### src/rtl/gapclk_pkg.sv
package gapclk_pkg;

   typedef enum logic {
      BP_WIDE   = 1'b0,
      BP_NARROW = 1'b1
   } bp_mode_e;

   // bit times in one frame for a channel count, slot width and framing-bit flag
   function automatic int frame_bits(input int chans, input int slot, input bit has_fbit);
      return chans * slot + (has_fbit ? 1 : 0);
   endfunction

endpackage

### src/rtl/gapclk_regbank.sv
module gapclk_regbank #(
   parameter int REG_W    = 8,
   parameter int NUM_REGS = 4,
   parameter int IDX_W    = 2
) (
   input  logic                      clk,
   input  logic                      rst_n,
   input  logic                      wr_en,
   input  logic [IDX_W-1:0]          wr_idx,
   input  logic [REG_W-1:0]          wr_data,
   input  logic                      commit,
   output logic [NUM_REGS*REG_W-1:0] shadow,
   output logic [NUM_REGS*REG_W-1:0] active
);

   generate
      for (genvar r = 0; r < NUM_REGS; r++) begin : g_reg
         logic [REG_W-1:0] q;
         always_ff @(posedge clk) begin
            if (!rst_n) begin
               q <= '0;
            end else if (wr_en && (wr_idx == IDX_W'(r))) begin
               q <= wr_data;
            end
         end
         assign shadow[r*REG_W +: REG_W] = q;
      end
   endgenerate

   always_ff @(posedge clk) begin
      if (!rst_n) begin
         active <= '0;
      end else if (commit) begin
         active <= shadow;
      end
   end

   // written byte reaches the shadow copy one edge later
   p_write_lands_r2: assert property (@(posedge clk) disable iff (!rst_n)
      (wr_en && wr_idx == '0) |=> (shadow[REG_W-1:0] == $past(wr_data)));

endmodule

### src/rtl/gapclk_bitcnt.sv
module gapclk_bitcnt #(
   parameter int CNT_W     = 8,
   parameter int LEN_WIDE  = 256,
   parameter int LEN_NARROW = 193
) (
   input  logic             clk,
   input  logic             rst_n,
   input  logic             fsync,
   input  logic             mode_narrow,
   output logic [CNT_W-1:0] cnt,
   output logic [CNT_W-1:0] cnt_nxt,
   output logic             frame_start
);

   localparam logic [CNT_W-1:0] LAST_WIDE   = CNT_W'(LEN_WIDE - 1);
   localparam logic [CNT_W-1:0] LAST_NARROW = CNT_W'(LEN_NARROW - 1);

   logic [CNT_W-1:0] last_bit;

   assign last_bit    = mode_narrow ? LAST_NARROW : LAST_WIDE;
   // >= also catches a count left beyond the end after a mode change
   assign cnt_nxt     = (fsync || (cnt >= last_bit)) ? '0 : cnt + CNT_W'(1);
   assign frame_start = (cnt_nxt == '0);

   always_ff @(posedge clk) begin
      if (!rst_n) begin
         cnt <= '0;
      end else begin
         cnt <= cnt_nxt;
      end
   end

   p_sync_zero_r7: assert property (@(posedge clk) disable iff (!rst_n)
      fsync |=> (cnt == '0));

   p_step_r8: assert property (@(posedge clk) disable iff (!rst_n)
      (!fsync && cnt < last_bit) |=> (cnt == $past(cnt) + CNT_W'(1)));

   p_wrap_r8: assert property (@(posedge clk) disable iff (!rst_n)
      (!fsync && cnt == last_bit) |=> (cnt == '0));

endmodule

### src/rtl/gapclk_slotsel.sv
module gapclk_slotsel #(
   parameter int CH_MAX    = 32,
   parameter int CH_ALT    = 24,
   parameter int SLOT_BITS = 8,
   parameter int CNT_W     = 8
) (
   input  logic [CNT_W-1:0]  pos,
   input  logic              mode_narrow,
   input  logic [CH_MAX-1:0] mask,
   output logic              sel
);

   logic [CNT_W-1:0] rel;
   logic [CNT_W-1:0] ch;
   logic             hit;

   // in the narrow frame the payload starts one bit later
   assign rel = mode_narrow ? (pos - CNT_W'(1)) : pos;

   generate
      if ((SLOT_BITS & (SLOT_BITS - 1)) == 0) begin : g_shift
         localparam int SH = $clog2(SLOT_BITS);
         assign ch = rel >> SH;
      end else begin : g_divide
         assign ch = CNT_W'(rel / CNT_W'(SLOT_BITS));
      end
   endgenerate

   always_comb begin
      hit = 1'b0;
      for (int i = 0; i < CH_MAX; i++) begin
         if ((ch == CNT_W'(i)) && (!mode_narrow || (i < CH_ALT))) begin
            hit = mask[i];
         end
      end
   end

   // framing bit borrows the mask bit just above the last narrow channel
   assign sel = (mode_narrow && (pos == '0)) ? mask[CH_ALT] : hit;

endmodule

### src/rtl/gapclk_gen.sv
module gapclk_gen #(
   parameter int CH_MAX      = 32,
   parameter int CH_ALT      = 24,
   parameter int SLOT_BITS   = 8,
   parameter int REG_W       = 8,
   parameter int IDX_W       = 2,
   parameter bit GATE_ON_LOW = 1'b1
) (
   input  logic             clk,
   input  logic             rst_n,
   input  logic             fsync,
   input  logic             mode_24ch,
   input  logic             wr_en,
   input  logic [IDX_W-1:0] wr_idx,
   input  logic [REG_W-1:0] wr_data,
   output logic             chclk_en,
   output logic             chclk
);

   import gapclk_pkg::*;

   localparam int NUM_REGS   = CH_MAX / REG_W;
   localparam int LEN_WIDE   = frame_bits(CH_MAX, SLOT_BITS, 1'b0);
   localparam int LEN_NARROW = frame_bits(CH_ALT, SLOT_BITS, 1'b1);
   localparam int CNT_W      = $clog2(LEN_WIDE);

   generate
      if (CH_MAX % REG_W != 0) begin : g_bad_regw
         $error("CH_MAX must be a multiple of REG_W");
      end
      if (NUM_REGS < 2 || $clog2(NUM_REGS) != IDX_W) begin : g_bad_idx
         $error("IDX_W must index exactly CH_MAX/REG_W registers");
      end
      if (CH_ALT >= CH_MAX) begin : g_bad_alt
         $error("CH_ALT must leave a mask bit for the framing bit");
      end
      if (LEN_NARROW > LEN_WIDE) begin : g_bad_len
         $error("narrow frame must not exceed the wide frame");
      end
   endgenerate

   bp_mode_e                   mode;
   logic                       mode_narrow;
   logic [CNT_W-1:0]           cnt;
   logic [CNT_W-1:0]           cnt_nxt;
   logic                       frame_start;
   logic [NUM_REGS*REG_W-1:0]  shadow;
   logic [NUM_REGS*REG_W-1:0]  active;
   logic [CH_MAX-1:0]          mask_nxt;
   logic                       sel_nxt;

   assign mode        = bp_mode_e'(mode_24ch);
   assign mode_narrow = (mode == BP_NARROW);

   gapclk_bitcnt #(
      .CNT_W      (CNT_W),
      .LEN_WIDE   (LEN_WIDE),
      .LEN_NARROW (LEN_NARROW)
   ) u_cnt (
      .clk         (clk),
      .rst_n       (rst_n),
      .fsync       (fsync),
      .mode_narrow (mode_narrow),
      .cnt         (cnt),
      .cnt_nxt     (cnt_nxt),
      .frame_start (frame_start)
   );

   gapclk_regbank #(
      .REG_W    (REG_W),
      .NUM_REGS (NUM_REGS),
      .IDX_W    (IDX_W)
   ) u_regs (
      .clk     (clk),
      .rst_n   (rst_n),
      .wr_en   (wr_en),
      .wr_idx  (wr_idx),
      .wr_data (wr_data),
      .commit  (frame_start),
      .shadow  (shadow),
      .active  (active)
   );

   // the first bit of a new frame is gated by the mask being committed
   assign mask_nxt = frame_start ? shadow : active;

   gapclk_slotsel #(
      .CH_MAX    (CH_MAX),
      .CH_ALT    (CH_ALT),
      .SLOT_BITS (SLOT_BITS),
      .CNT_W     (CNT_W)
   ) u_sel (
      .pos         (cnt_nxt),
      .mode_narrow (mode_narrow),
      .mask        (mask_nxt),
      .sel         (sel_nxt)
   );

   always_ff @(posedge clk) begin
      if (!rst_n) begin
         chclk_en <= 1'b0;
      end else begin
         chclk_en <= sel_nxt;
      end
   end

   generate
      if (GATE_ON_LOW) begin : g_low
         assign chclk = chclk_en & ~clk;
         always_comb begin
            if (rst_n) begin
               p_no_high_pulse_r10: assert (!(chclk && clk));
            end
         end
      end else begin : g_high
         assign chclk = chclk_en & clk;
      end
   endgenerate

   p_commit_boundary_r9: assert property (@(posedge clk) disable iff (!rst_n)
      !$stable(active) |-> (cnt == '0));

   p_dark_mask_r1: assert property (@(posedge clk) disable iff (!rst_n)
      (active == '0 && shadow == '0) |=> !chclk_en);

endmodule

### config.mk
export PLATFORM = sky130hd
export DESIGN_NAME = gapclk_gen
export DESIGN_NICKNAME = d
export VERILOG_FILES = /design/src/rtl/gapclk_pkg.sv /design/src/rtl/gapclk_regbank.sv /design/src/rtl/gapclk_bitcnt.sv /design/src/rtl/gapclk_slotsel.sv /design/src/rtl/gapclk_gen.sv
export SDC_FILE = /design/constraint.sdc
export NUM_CORES = 1
export LEC_CHECK = 0
export BUFFER_PORTS_ARGS = -buffer_cell sky130_fd_sc_hd__buf_2
export CAP_MARGIN = 40
export CORE_ASPECT_RATIO = 1.5
export CORE_MARGIN = 1.5
export CORE_UTILIZATION = 62
export CTS_CLUSTER_DIAMETER = 80
export CTS_CLUSTER_SIZE = 10
export DETAILED_ROUTE_END_ITERATION = 7
export GPL_TIMING_DRIVEN = 0
export PLACE_DENSITY = 0.8
export RECOVER_POWER = 25
export SETUP_SLACK_MARGIN = 0.2
export SLEW_MARGIN = 20
export SYNTH_ARGS = -nofsm -noshare
export SYNTH_HDL_FRONTEND = slang
export SYNTH_HIERARCHICAL = 1
export SYNTH_SLANG_ARGS = --single-unit
### constraint.sdc
create_clock -name clk -period 5.1 [get_ports clk]
set_clock_uncertainty 0.1 [all_clocks]
set_input_delay 0.51 -clock clk [delete_from_list [all_inputs] [get_ports clk]]
set_output_delay 0.51 -clock clk [all_outputs]
set_load 0.02 [all_outputs]
* Word level (Yosys, flattened, before mapping)
Cells that the tools add are included.
Cells by class: add/subtract/negate cells 2, $lt $le $gt $ge 1, equal/unequal tests 34, multiplexer cells 37, bitwise logic cells 2, reduce and logical (&&, ||, !) cells 18
Operators with widths (number):
- $eq 5x5->1 const B | 16
- $eq 5x4->1 const B | 8
- $mux 1 | 33
- $mux 32 | 1
- $eq 5x3->1 const B | 4
- $logic_not 8->1 | 2
- $mux 8 | 2
- $logic_and 1x1->1 | 13
- $eq 5x2->1 const B | 2
- $add 8x1->8 const B | 1
- $ge 8x8->1 | 1
- $sub 8x1->8 const B | 1
- $mux 6 | 1
- $eq 5x1->1 const B | 1
- $eq 2x2->1 const B | 2
- $eq 2x1->1 const B | 1
- $logic_not 2->1 | 1
- $and 1x1->1 | 1
- $logic_not 1->1 | 1
- $logic_or 1x1->1 | 1
- $not 1->1 | 1
Word-level totals: flip-flop bits (word level) 73, output and inout port bits 2, word-level logic and storage cells 101

* Depth between registers and ports, before layout
word-level depth 40, mapped depth 19, mapped depth without buffers 16

* By module
Netlist, hierarchy kept.
Modules (own cells, without submodules):
- gapclk_regbank | times used 1, cells an instance 219, area an instance 2384.8 sq um
- gapclk_slotsel | times used 1, cells an instance 161, area an instance 965.9 sq um
- gapclk_bitcnt | times used 1, cells an instance 67, area an instance 579.3 sq um
- gapclk_gen | times used 1, cells an instance 39, area an instance 576.8 sq um

==> reports/results.ini <==
[finish]
nNetsFinal = 538
num_antenna_cells = 0
area_growth_syn_to_layout_pct = 9.050
fin_area_sq_mm = 0.004915
drive_above_1_share_pct = 17.08

[yosys]
ys_top_cells_by_area = sky130_fd_sc_hd__dfxtp_1, sky130_fd_sc_hd__mux2i_1, sky130_fd_sc_hd__mux2_4
synth.largest_area_cell = sky130_fd_sc_hd__dfxtp_1
synthesis.area_sq_mm = 0.004507
synth_cell_types = 59
synth_fp_nets = 508
synth_seq_cells = 73
synth-async-reset-ratio_pct = 0
synthesis.instances = 486
synth_area_per_cell_sq_um = 9.273
synth_edf_count = 0
synth-seq-area-share_pct = 32.43
ys_warn_count = 6
synth_top_area_share_pct = 32.43
synth_flop_cell = sky130_fd_sc_hd__dfxtp_1

[routing]
routed_via_density = 6.149
drt_iter0_markers = 250
dr.pass1.iters = 4
drcViolationCount = 0
totalWireLength_um = 10660
route.vias.total = 3683
final_antenna_net_count = 0
wire_length_per_cell_um = 17.79

[critical_path]
worst-endpoint-arrival_ns = 4.87
crit_required_ns = 5.36
timing.critical_path.slowest_stage_cell = sky130_fd_sc_hd__buf_1
buffers_inverters_on_critical_path = 6
reg2regPathDepth = 19
cpMostUsedCell = sky130_fd_sc_hd__buf_1
path_cells = inv_1 -> ha_1 -> and3_1 -> o21ai_1 -> a311oi_1 -> or3_4 -> buf_6 -> nor2_1 -> buf_2 -> buf_1 -> buf_1 -> clkbuf_1 -> mux2i_1 -> nand2_1 -> nand4_1 -> nand3_1 -> o211ai_1 -> o31ai_1 -> and2_1
critPathTopFamily = buffers and inverters
r2r_setup_slack_ns = 0.49
critical_path.endpoint_type = flip-flop
worstSetupPathType = flip-flop to flip-flop
worst_path_largest_cell_delay_ns = 0.44
cp-startpoint = u_cnt/cnt[0]$_SDFF_PN0_
rr_endpoint = chclk_en$_SDFF_PN0_
r2r_start = u_cnt/cnt[0]$_SDFF_PN0_
setup.worst_path.start_class = flip-flop
critPathMaxFanout = 10

[worst_hold_path]
worst_hold_startpoint = fsync
timing.hold.worst_path_depth = 3
hold_end = u_cnt/cnt[7]$_SDFF_PN0_
min-delay-path-class = input port to flip-flop

[timing]
hold_slack_ns = 0.2649
final.period_utilization_pct = 90.41
tightestPinTransition_ns = 0.8187
max_slew_margin_pct = 45.28
fmax_mhz = 216.9
timing_hold_violations_final = 0
grt_setup_unrepaired = false
final_max_slew_viol_count = 0
setup_total_negative_slack_ns = 0
timing.final.setup_violations = 0
final_period_minus_worst_setup_slack_ns = 4.611

[floorplan]
chipWidth_um = 72.62
top_level_ports = 17
design.die.area_sq_mm = 0.007800
row_count = 37
die_ht_um = 107.4
start_util_pct = 64.90
placeableCoreArea_sq_mm = 0.006944

[placed_design]
gpl.final_weighted_congestion = 0.9614
dp.final_hpwl_um = 7980
detailed_place.area_sq_mm = 0.004684
io_buffers = 16

[global_route]
grt_first_pass_wirelength_um = 17130
tot_gr_track_use_pct = 29.33
grt_overflow = 0
grt_start_max_net_pins = 14
first_global_vias = 3682
grt_antenna_before_repair = 0

[cts]
tritoncts = built
post_cts.resized_instances = 0
clkSlewWorstSetupHoldPaths_ns = 0.09
post-cts-setup-buffer-count = 0
cts_hold_repair.buffers = 0
worstSkewPairLatency_ns = 0.47

[run_status]
run_status = finished, final reports clean

[pwr]
max-vdd-ir-drop_mv = 0.2207
power_per_cell_area_mw_per_mm2 = 259.4
power.leakage_uw = 0.002094

[run]
timing.max_cap.violations = 0

## worst reg2reg max path, stage by stage (launching register included)
cell,delay [ns]
sky130_fd_sc_hd__dfxtp_1,0.39
sky130_fd_sc_hd__inv_1,0.10
sky130_fd_sc_hd__ha_1,0.29
sky130_fd_sc_hd__and3_1,0.16
sky130_fd_sc_hd__o21ai_1,0.13
sky130_fd_sc_hd__a311oi_1,0.13
sky130_fd_sc_hd__or3_4,0.38
sky130_fd_sc_hd__buf_6,0.16
sky130_fd_sc_hd__nor2_1,0.27
sky130_fd_sc_hd__buf_2,0.29
sky130_fd_sc_hd__buf_1,0.44
sky130_fd_sc_hd__buf_1,0.45
sky130_fd_sc_hd__clkbuf_1,0.40
sky130_fd_sc_hd__mux2i_1,0.24
sky130_fd_sc_hd__nand2_1,0.07
sky130_fd_sc_hd__nand4_1,0.11
sky130_fd_sc_hd__nand3_1,0.09
sky130_fd_sc_hd__o211ai_1,0.09
sky130_fd_sc_hd__o31ai_1,0.09
sky130_fd_sc_hd__and2_1,0.14
## synth_stat cells, types with 3 or more instances
cell,instances
sky130_fd_sc_hd__mux2_2,5
sky130_fd_sc_hd__ha_1,7
sky130_fd_sc_hd__buf_12,3
sky130_fd_sc_hd__xnor2_1,6
sky130_fd_sc_hd__clkbuf_1,15
sky130_fd_sc_hd__o21ai_0,7
sky130_fd_sc_hd__nand3b_1,3
sky130_fd_sc_hd__buf_6,3
sky130_fd_sc_hd__nand3_1,20
sky130_fd_sc_hd__nand2b_1,3
sky130_fd_sc_hd__inv_1,7
sky130_fd_sc_hd__buf_1,3
sky130_fd_sc_hd__and3_1,6
sky130_fd_sc_hd__and3b_1,3
sky130_fd_sc_hd__a211oi_1,4
sky130_fd_sc_hd__nor2_1,21
sky130_fd_sc_hd__mux2_4,30
sky130_fd_sc_hd__o31ai_1,5
sky130_fd_sc_hd__nor3b_2,3
sky130_fd_sc_hd__a21oi_1,8
sky130_fd_sc_hd__nand2_1,69
sky130_fd_sc_hd__o211ai_1,4
sky130_fd_sc_hd__buf_2,8
sky130_fd_sc_hd__buf_4,3
sky130_fd_sc_hd__maj3_1,4
sky130_fd_sc_hd__a31oi_1,5
sky130_fd_sc_hd__nor2b_1,38
sky130_fd_sc_hd__nand4_1,3
sky130_fd_sc_hd__mux2i_1,68
sky130_fd_sc_hd__dfxtp_1,73
sky130_fd_sc_hd__nor3b_1,3
sky130_fd_sc_hd__xor2_1,3
sky130_fd_sc_hd__nor3_1,9
sky130_fd_sc_hd__a211o_1,3
## sequential cells by signal, indices dropped and copies added, names as in the netlist
signal,flops
u_regs/active,32
u_cnt/cnt,8
chclk_en,1
u_regs/g.q,32
## metrics by stage
step	std cells	total power (uW)	setup slack, ns	utilization [%]
after global placement	580	766.2	0.4390	67.46
after detailed placement	580	771.3	0.3234	67.46
after floorplan	486	730.7	1.202	-
after global routing	599	1319	0.2454	70.77
final	599	1275	0.4892	70.77
after CTS	599	1282	0.5978	70.85
## cells by family after synthesis
family	count (synthesis)	synth area share [%]
simple gates	191	22.04
mux	103	26.35
flops	73	32.43
compound gates	56	8.801
buf+inv	42	5.552
fa+ha+maj	12	3.082
xor+xnor	9	1.749
## per-layer routing
layer,vias to the layer above,GRT usage [%],part of all wire [%]
li1,1789,-,-
met1,1762,29.17,40
met2,95,53.80,53
met3,37,6.273,3.2
met4,0,17.92,3.8
met5,-,0,0
## power by group
group          internal, uW  leakage, uW  switching [uW]
registers               584     0.000592            11.4
clock network           278     0.000118             241
logic                  74.5      0.00138            86.1
total                   937      0.00209             338
## cell type report
type / count / area (sq um)
multi-input cells: 371 / 2795
clock buffers: 14 / 173.9
clock inverters: 6 / 66.31
fillers: 547 / 2029
repair buffers: 15 / 73.82
inverters: 7 / 26.28
flip-flops and latches: 73 / 1461
well taps: 78 / 97.59
plain buffers: 35 / 220.2
## cells in the final DEF, fill, tap and decap left out, types with 8 or more instances in the layout
cell type | netlist | routed
sky130_fd_sc_hd__nor3_1 | 9 | 9
sky130_fd_sc_hd__nand2_1 | 69 | 69
sky130_fd_sc_hd__nor2_1 | 21 | 21
sky130_fd_sc_hd__clkbuf_8 | 0 | 12
sky130_fd_sc_hd__buf_2 | 8 | 20
sky130_fd_sc_hd__a21oi_1 | 8 | 8
sky130_fd_sc_hd__nor2b_1 | 38 | 38
sky130_fd_sc_hd__dfxtp_1 | 73 | 73
sky130_fd_sc_hd__mux2_4 | 30 | 30
sky130_fd_sc_hd__clkbuf_1 | 15 | 20
sky130_fd_sc_hd__mux2i_1 | 68 | 68
sky130_fd_sc_hd__nand3_1 | 20 | 20
## worst max path at each step
stage	cells after the start	slack [ns]	to
2_1_floorplan	18	1.20	chclk_en$_SDFF_PN0_
3_3_place_gp	20	0.44	chclk_en$_SDFF_PN0_
3_5_place_dp	20	0.32	chclk_en$_SDFF_PN0_
4_1_cts	19	0.60	chclk_en$_SDFF_PN0_
5_1_grt	19	0.25	chclk_en$_SDFF_PN0_
6_report	19	0.49	chclk_en$_SDFF_PN0_
Power figures use the tool's default switching activity.
